===== config.mk =====
export PLATFORM = sky130hd
export DESIGN_NAME = lsq_detrend
export DESIGN_NICKNAME = d
export VERILOG_FILES = /design/src/rtl/lsq_pkg.sv /design/src/rtl/lsq_sample_buf.sv /design/src/rtl/lsq_line_fit.sv /design/src/rtl/lsq_span_track.sv /design/src/rtl/lsq_detrend.sv
export SDC_FILE = /design/constraint.sdc
export NUM_CORES = 2
export LEC_CHECK = 0
export BUFFER_PORTS_ARGS = -buffer_cell sky130_fd_sc_hd__buf_2
export CAP_MARGIN = 20
export CELL_PAD_IN_SITES_DETAIL_PLACEMENT = 1
export CELL_PAD_IN_SITES_GLOBAL_PLACEMENT = 2
export CORE_MARGIN = 2
export CORE_UTILIZATION = 42
export CTS_CLUSTER_DIAMETER = 50
export CTS_CLUSTER_SIZE = 40
export DETAILED_ROUTE_END_ITERATION = 10
export PLACE_DENSITY = 0.88
export SETUP_SLACK_MARGIN = 0.15
export SLEW_MARGIN = 20
export SYNTH_ARGS = -nofsm -noshare
export SYNTH_HDL_FRONTEND = slang
export SYNTH_HIERARCHICAL = 1
export SYNTH_SLANG_ARGS = --single-unit

===== constraint.sdc =====
create_clock -name clk -period 15.1 [get_ports clk]
set_clock_uncertainty 0.05 [all_clocks]
set_input_delay 0.755 -clock clk [delete_from_list [all_inputs] [get_ports clk]]
set_output_delay 0.755 -clock clk [all_outputs]
set_load 0.02 [all_outputs]

===== src/rtl/lsq_pkg.sv =====
package lsq_pkg;
  typedef enum logic [2:0] {
    ST_LOAD, ST_MEAN, ST_COV, ST_SLOPE, ST_ICPT, ST_CORR, ST_OUT
  } lsq_state_e;

  // rounded reciprocal of a constant denominator, scaled by 2^sh
  function automatic longint recip(input longint den, input int sh);
    return ((longint'(1) << sh) + den / 2) / den;
  endfunction
endpackage


===== src/rtl/lsq_sample_buf.sv =====
module lsq_sample_buf #(
  parameter int M = 20,
  parameter int W = 30,
  localparam int IW = $clog2(M)
) (
  input  logic                clk,
  input  logic                we,
  input  logic [IW-1:0]       waddr,
  input  logic signed [W-1:0] wdata,
  input  logic [IW-1:0]       raddr,
  output logic signed [W-1:0] rdata
);
  logic signed [W-1:0] mem [M];

  always_ff @(posedge clk) begin
    if (we) mem[waddr] <= wdata;
  end

  assign rdata = mem[raddr];
endmodule


===== src/rtl/lsq_line_fit.sv =====
module lsq_line_fit #(
  parameter int M = 20,
  parameter int OUT_W = 30,
  parameter int ACC_W = 37,
  parameter int RSH = 20
) (
  input  logic                    clk,
  input  logic                    rst_n,
  input  logic                    ld_first,
  input  logic                    ld_add,
  input  logic                    do_mean,
  input  logic                    cov_step,
  input  logic                    do_slope,
  input  logic                    do_icpt,
  input  logic                    corr_step,
  input  logic signed [OUT_W-1:0] px,
  input  logic signed [OUT_W-1:0] rd,
  output logic signed [OUT_W-1:0] slope,
  output logic signed [OUT_W-1:0] icpt,
  output logic signed [OUT_W-1:0] corr_val
);
  localparam int PROD_W = ACC_W + RSH + 2;
  localparam longint V2 = longint'(M) * (longint'(M) * M - 1) / 3;
  localparam logic signed [PROD_W-1:0] RM_P  = PROD_W'(lsq_pkg::recip(longint'(M), RSH));
  localparam logic signed [PROD_W-1:0] RV_P  = PROD_W'(lsq_pkg::recip(V2, RSH));
  localparam logic signed [PROD_W-1:0] KM1_P = PROD_W'(M - 1);
  localparam logic signed [ACC_W-1:0]  DPOS0 = ACC_W'(1 - M);

  logic signed [ACC_W-1:0]  sum_q, ym_q, cov_q, dpos_q, ramp_q;
  logic signed [ACC_W-1:0]  diff, term, cv;
  logic signed [PROD_W-1:0] prod_m, prod_s, prod_i;

  always_comb begin
    diff   = ACC_W'(rd) - ym_q;
    term   = dpos_q * diff;
    prod_m = PROD_W'(sum_q) * RM_P;
    prod_s = PROD_W'(cov_q) * RV_P;
    prod_i = PROD_W'(slope) * KM1_P;
    cv     = ACC_W'(rd) - ACC_W'(icpt) - ramp_q;
  end

  always_ff @(posedge clk) begin
    if (!rst_n) begin
      sum_q <= '0; ym_q <= '0; cov_q <= '0; dpos_q <= DPOS0;
      ramp_q <= '0; slope <= '0; icpt <= '0;
    end else begin
      if (ld_first) sum_q <= ACC_W'(px);
      else if (ld_add) sum_q <= sum_q + ACC_W'(px);
      if (do_mean) begin
        ym_q   <= ACC_W'(prod_m >>> RSH);
        cov_q  <= '0;
        dpos_q <= DPOS0;
      end
      if (cov_step) begin
        cov_q  <= cov_q + term;
        dpos_q <= dpos_q + ACC_W'(2);
      end
      if (do_slope) slope <= OUT_W'(prod_s >>> (RSH - 1));
      if (do_icpt) begin
        icpt   <= OUT_W'(ym_q - ACC_W'(prod_i >>> 1));
        ramp_q <= '0;
      end
      if (corr_step) ramp_q <= ramp_q + ACC_W'(slope);
    end
  end

  assign corr_val = OUT_W'(cv);
endmodule


===== src/rtl/lsq_span_track.sv =====
module lsq_span_track #(
  parameter int W = 30
) (
  input  logic                clk,
  input  logic                rst_n,
  input  logic                clr,
  input  logic                upd,
  input  logic signed [W-1:0] val,
  output logic signed [W-1:0] amp
);
  localparam logic signed [W-1:0] MOST_NEG = {1'b1, {(W-1){1'b0}}};
  localparam logic signed [W-1:0] MOST_POS = {1'b0, {(W-1){1'b1}}};

  logic signed [W-1:0] hi_q, lo_q;
  logic signed [W:0]   span;

  always_ff @(posedge clk) begin
    if (!rst_n || clr) begin
      hi_q <= MOST_NEG;
      lo_q <= MOST_POS;
    end else if (upd) begin
      if (val > hi_q) hi_q <= val;
      if (val < lo_q) lo_q <= val;
    end
  end

  assign span = (W+1)'(hi_q) - (W+1)'(lo_q);
  assign amp  = W'(span >>> 1);
endmodule


===== src/rtl/lsq_detrend.sv =====
module lsq_detrend #(
  parameter int M = 20,
  parameter int IN_W = 12,
  parameter int SCALE_SH = 4,
  parameter int RSH = 20,
  parameter int OUT_W = IN_W + SCALE_SH + 2 * $clog2(M + 1) + 4
) (
  input  logic                    clk,
  input  logic                    rst_n,
  input  logic                    in_valid,
  output logic                    in_ready,
  input  logic                    in_start,
  input  logic signed [IN_W-1:0]  in_data,
  output logic                    out_valid,
  input  logic                    out_ready,
  output logic signed [OUT_W-1:0] out_data,
  output logic                    out_last,
  output logic signed [OUT_W-1:0] out_slope,
  output logic signed [OUT_W-1:0] out_icpt,
  output logic signed [OUT_W-1:0] out_amp
);
  import lsq_pkg::*;

  localparam int IW    = $clog2(M);
  localparam int ACC_W = OUT_W + $clog2(M + 1) + 2;
  localparam logic [IW-1:0] LAST = IW'(M - 1);

  lsq_state_e st_q;
  logic [IW-1:0] idx_q;
  logic armed_q;

  logic ld_first, ld_add, corr_step, buf_we;
  logic [IW-1:0] waddr;
  logic signed [OUT_W-1:0] px, rd, wdata, corr_val;

  assign px        = OUT_W'(in_data) <<< SCALE_SH;
  assign in_ready  = (st_q == ST_LOAD);
  assign ld_first  = in_ready && in_valid && in_start;
  assign ld_add    = in_ready && in_valid && !in_start && armed_q;
  assign corr_step = (st_q == ST_CORR);
  assign buf_we    = ld_first || ld_add || corr_step;
  assign waddr     = ld_first ? '0 : idx_q;
  assign wdata     = corr_step ? corr_val : px;

  always_ff @(posedge clk) begin
    if (!rst_n) begin
      st_q <= ST_LOAD;
      idx_q <= '0;
      armed_q <= 1'b0;
    end else begin
      unique case (st_q)
        ST_LOAD: begin
          if (ld_first) begin
            idx_q <= IW'(1);
            armed_q <= 1'b1;
          end else if (ld_add) begin
            if (idx_q == LAST) begin
              idx_q <= '0;
              armed_q <= 1'b0;
              st_q <= ST_MEAN;
            end else idx_q <= idx_q + IW'(1);
          end
        end
        ST_MEAN:  st_q <= ST_COV;
        ST_COV: begin
          if (idx_q == LAST) begin
            idx_q <= '0;
            st_q <= ST_SLOPE;
          end else idx_q <= idx_q + IW'(1);
        end
        ST_SLOPE: st_q <= ST_ICPT;
        ST_ICPT:  st_q <= ST_CORR;
        ST_CORR: begin
          if (idx_q == LAST) begin
            idx_q <= '0;
            st_q <= ST_OUT;
          end else idx_q <= idx_q + IW'(1);
        end
        ST_OUT: begin
          if (out_ready) begin
            if (idx_q == LAST) begin
              idx_q <= '0;
              st_q <= ST_LOAD;
            end else idx_q <= idx_q + IW'(1);
          end
        end
        default: st_q <= ST_LOAD;
      endcase
    end
  end

  lsq_sample_buf #(.M(M), .W(OUT_W)) u_buf (
    .clk(clk), .we(buf_we), .waddr(waddr), .wdata(wdata),
    .raddr(idx_q), .rdata(rd)
  );

  lsq_line_fit #(.M(M), .OUT_W(OUT_W), .ACC_W(ACC_W), .RSH(RSH)) u_fit (
    .clk(clk), .rst_n(rst_n),
    .ld_first(ld_first), .ld_add(ld_add),
    .do_mean(st_q == ST_MEAN), .cov_step(st_q == ST_COV),
    .do_slope(st_q == ST_SLOPE), .do_icpt(st_q == ST_ICPT),
    .corr_step(corr_step), .px(px), .rd(rd),
    .slope(out_slope), .icpt(out_icpt), .corr_val(corr_val)
  );

  lsq_span_track #(.W(OUT_W)) u_span (
    .clk(clk), .rst_n(rst_n), .clr(ld_first), .upd(corr_step),
    .val(corr_val), .amp(out_amp)
  );

  assign out_valid = (st_q == ST_OUT);
  assign out_last  = out_valid && (idx_q == LAST);
  assign out_data  = rd;
endmodule


==> flow_summary.ini <==
[outcome]
outcome = completed

[drt]
dr.pass1.iters = 6
first_iter_violations = 4459
postRouteAntennaNets = 0
num_vias = 65800
routed_wire_length_per_instance_um = 24.8
wirelength_um = 291000
final_routed_drc_violation_total = 0
viasPerCell = 5.61

[clock_network]
clk_root_buffer_cell = sky130_fd_sc_hd__clkbuf_16
htree_levels = 3
clk_latency_ns = 0.83
worst_setup_hold_path_clk_slew_ns = 0.08
tritoncts_num_sinks = 902
count_of_instances_resized_after_the_clock_tree_is_built = 0
clock_path_buffers = 3
numCtsBuffers = 113
clock_tree_from_tritoncts = built

[final_layout]
final_core_util_pct = 46.5
share_of_cells_above_drive_strength_1_pct = 8.48
finish.net_count = 10700
areaGrowthSynthToFinish_pct = 10.1
finish.instance_area_um2 = 96400

[min_path]
worst_hold_path_type = in2reg
holdPathStages = 3

[critical_path]
critical_path.max_stage_delay_ns = 1.01
crit_buf_inv = 4
reg2regPathDepth = 44
critPathRequiredTime_ns = 15.67
timing.critical_path.max_delay_family = adder cells
critPathKind = reg2reg
worst-endpoint-arrival_ns = 14.79
critical_path_cell_count = 44
setup.worst_path.end_class = register
cp_slowest_cell = sky130_fd_sc_hd__nand2b_1
path_max_fanout = 14
critical_path.startpoint_type = register
cpMostUsedCell = sky130_fd_sc_hd__fa_1

[grt]
grtUsageTotal_pct = 27.6
groute.layer.met3.usage_pct = 4.33
grt_max_degree = 96
grt_antenna_before_repair = 14
grt.met1_usage_pct = 34.2
top_usage_layer = met2
globalRouteOverflowTotal = 0
grt_pass1_vias = 72400
globalRouteMet2Util_pct = 46.8
grt_first_pass_wirelength_um = 445000

[logic_synthesis]
synth_top_cells_by_area = sky130_fd_sc_hd__fa_1 22%, sky130_fd_sc_hd__edfxtp_1 21%, sky130_fd_sc_hd__ha_1 13%
asyncSetResetFlopFracSynth_pct = 0
syn-instance-count = 8758
synth.top_cell.area_share_pct = 22.1
yosysSeqAreaShare_pct = 27.5
synth-main-ff-cell = sky130_fd_sc_hd__edfxtp_1
post_synthesis_instance_area_um2 = 87600
netlist_top_cells_count = 1655 x sky130_fd_sc_hd__inv_1, 967 x sky130_fd_sc_hd__fa_1, 888 x sky130_fd_sc_hd__ha_1
yosysMostFrequentCell = sky130_fd_sc_hd__inv_1
yosys.area.top_type = sky130_fd_sc_hd__fa_1
synth-seq-cells = 902
synth_cell_type_count = 110
synth_edf_count = 600
syn_area_per_cell_um2 = 10.0
synth.yosys.warnings = 6

[floorplanning]
initial_utilization_pct = 42.3
design.portCount = 140
die_width_um = 461
design.die.area_um2 = 212000
placementRows = 167
chipHeight_um = 461
core_um2 = 207000

[place]
port-buffer-count = 139
gp_routability_congestion = 0.927
detailed_place.area_um2 = 92200
detailed_place_hpwl_um = 224000

[sta]
final.min_clock_period_ns = 14.22
setup_tns_ns = 0
slew_viol_final = 0
headroom_to_the_max_slew_limit_pct = 15.7
rsz_0062_raised_after_global_routing = no
finalSetupViolCount = 0
tightestPinTransition_ns = 1.26
clock.fmax_ghz = 0.0703
layout_worst_path_cycle_share_pct = 94.2
hold-worst-slack_ns = 0.211
final_hold_viol_count = 0

[job]
max_cap_violations = 0
==> path summary, 6_finish.rpt <==
kind / slack, ns / to / from
worst max-delay path: 0.88 / u_fit/cov_q[36] / idx_q[3]
worst min-delay path: 0.21 / u_fit/sum_q[5] / in_data[1]
worst max register to register: 0.88 / u_fit/cov_q[36] / idx_q[3]
worst min register to register: 0.43 / u_fit/dpos_q[36] / u_fit/dpos_q[36]
==> cells by family after synthesis <==
| group | after synthesis | synth area share [%] |
|---|---|---|
| AO/OA/AOI/OAI | 1412 | 10.4 |
| XOR/XNOR | 343 | 3.54 |
| adder cells (fa/ha/maj) | 1856 | 34.8 |
| buffers and inverters | 2015 | 8.81 |
| flip-flops | 902 | 27.5 |
| multiplexers | 327 | 4.27 |
| other | 1 | 0.00428 |
| AND/OR/NAND/NOR | 1902 | 10.7 |
==> through the flow <==
stage / worst slack, ns / cells
3_5_place_dp: 0.709 / 11500
6_report: 0.881 / 11700
4_1_cts: 0.605 / 11700
2_1_floorplan: 2.63 / 8766
3_3_place_gp: 1.08 / 11500
5_1_grt: 0.268 / 11700
==> routing by layer <==
layer	vias to the layer above	wire, um
met1	33900	117000
met3	636	17500
met5	-	62
met2	2144	141000
li1	29100	-
met4	10	16200
==> layout by cell type (no fill, tap or decap), types with 168 or more instances in the layout <==
| cell type | count |
|---|---|
| sky130_fd_sc_hd__inv_1 | 1652 |
| sky130_fd_sc_hd__fa_1 | 966 |
| sky130_fd_sc_hd__ha_1 | 887 |
| sky130_fd_sc_hd__nand2_1 | 610 |
| sky130_fd_sc_hd__edfxtp_1 | 600 |
| sky130_fd_sc_hd__a21oi_1 | 395 |
| sky130_fd_sc_hd__and2_1 | 335 |
| sky130_fd_sc_hd__nor2_1 | 318 |
| sky130_fd_sc_hd__dfxtp_1 | 300 |
| sky130_fd_sc_hd__o21ai_0 | 236 |
| sky130_fd_sc_hd__mux2i_1 | 234 |
| sky130_fd_sc_hd__xnor2_1 | 227 |
| sky130_fd_sc_hd__buf_4 | 168 |
==> tightest hold or removal path, stage by stage <==
cell,delay [ns]
sky130_fd_sc_hd__buf_2,0.14
sky130_fd_sc_hd__nand2_1,0.07
sky130_fd_sc_hd__a21oi_1,0.05
==> sequential cells by signal (all words and copies together) (netlist names) <==
signal        count
u_fit/cov_q      37
st_q              3
u_fit/ym_q       34
u_fit/sum_q      37
u_fit/slope      28
u_fit/icpt       30
u_span/hi_q      30
armed_q           1
u_buf/mem       600
u_fit/ramp_q     30
u_fit/dpos_q     37
idx_q             5
u_span/lo_q      30
==> what timing repair did <==
item,CTS,global route
setup buffers,0,1
endpoints found under the setup margin,0,1
endpoints found under the hold margin,0,0
hold buffers,0,0
==> area by class of cell <==
type,instances,area (um^2)
Multi-Input combinational cell,5849,56300
Tap cell,2788,3490
Clock buffer,116,2850
Sequential cell,902,24100
Inverter,1659,6230
Fill cell,23100,111000
Timing Repair Buffer,314,2140
Antenna cell,5,12.5
Clock inverter,100,1280
Power is left out: the tool's default activity adds up to more than one toggle a clock period on the data nets, which glitch-free logic cannot reach.
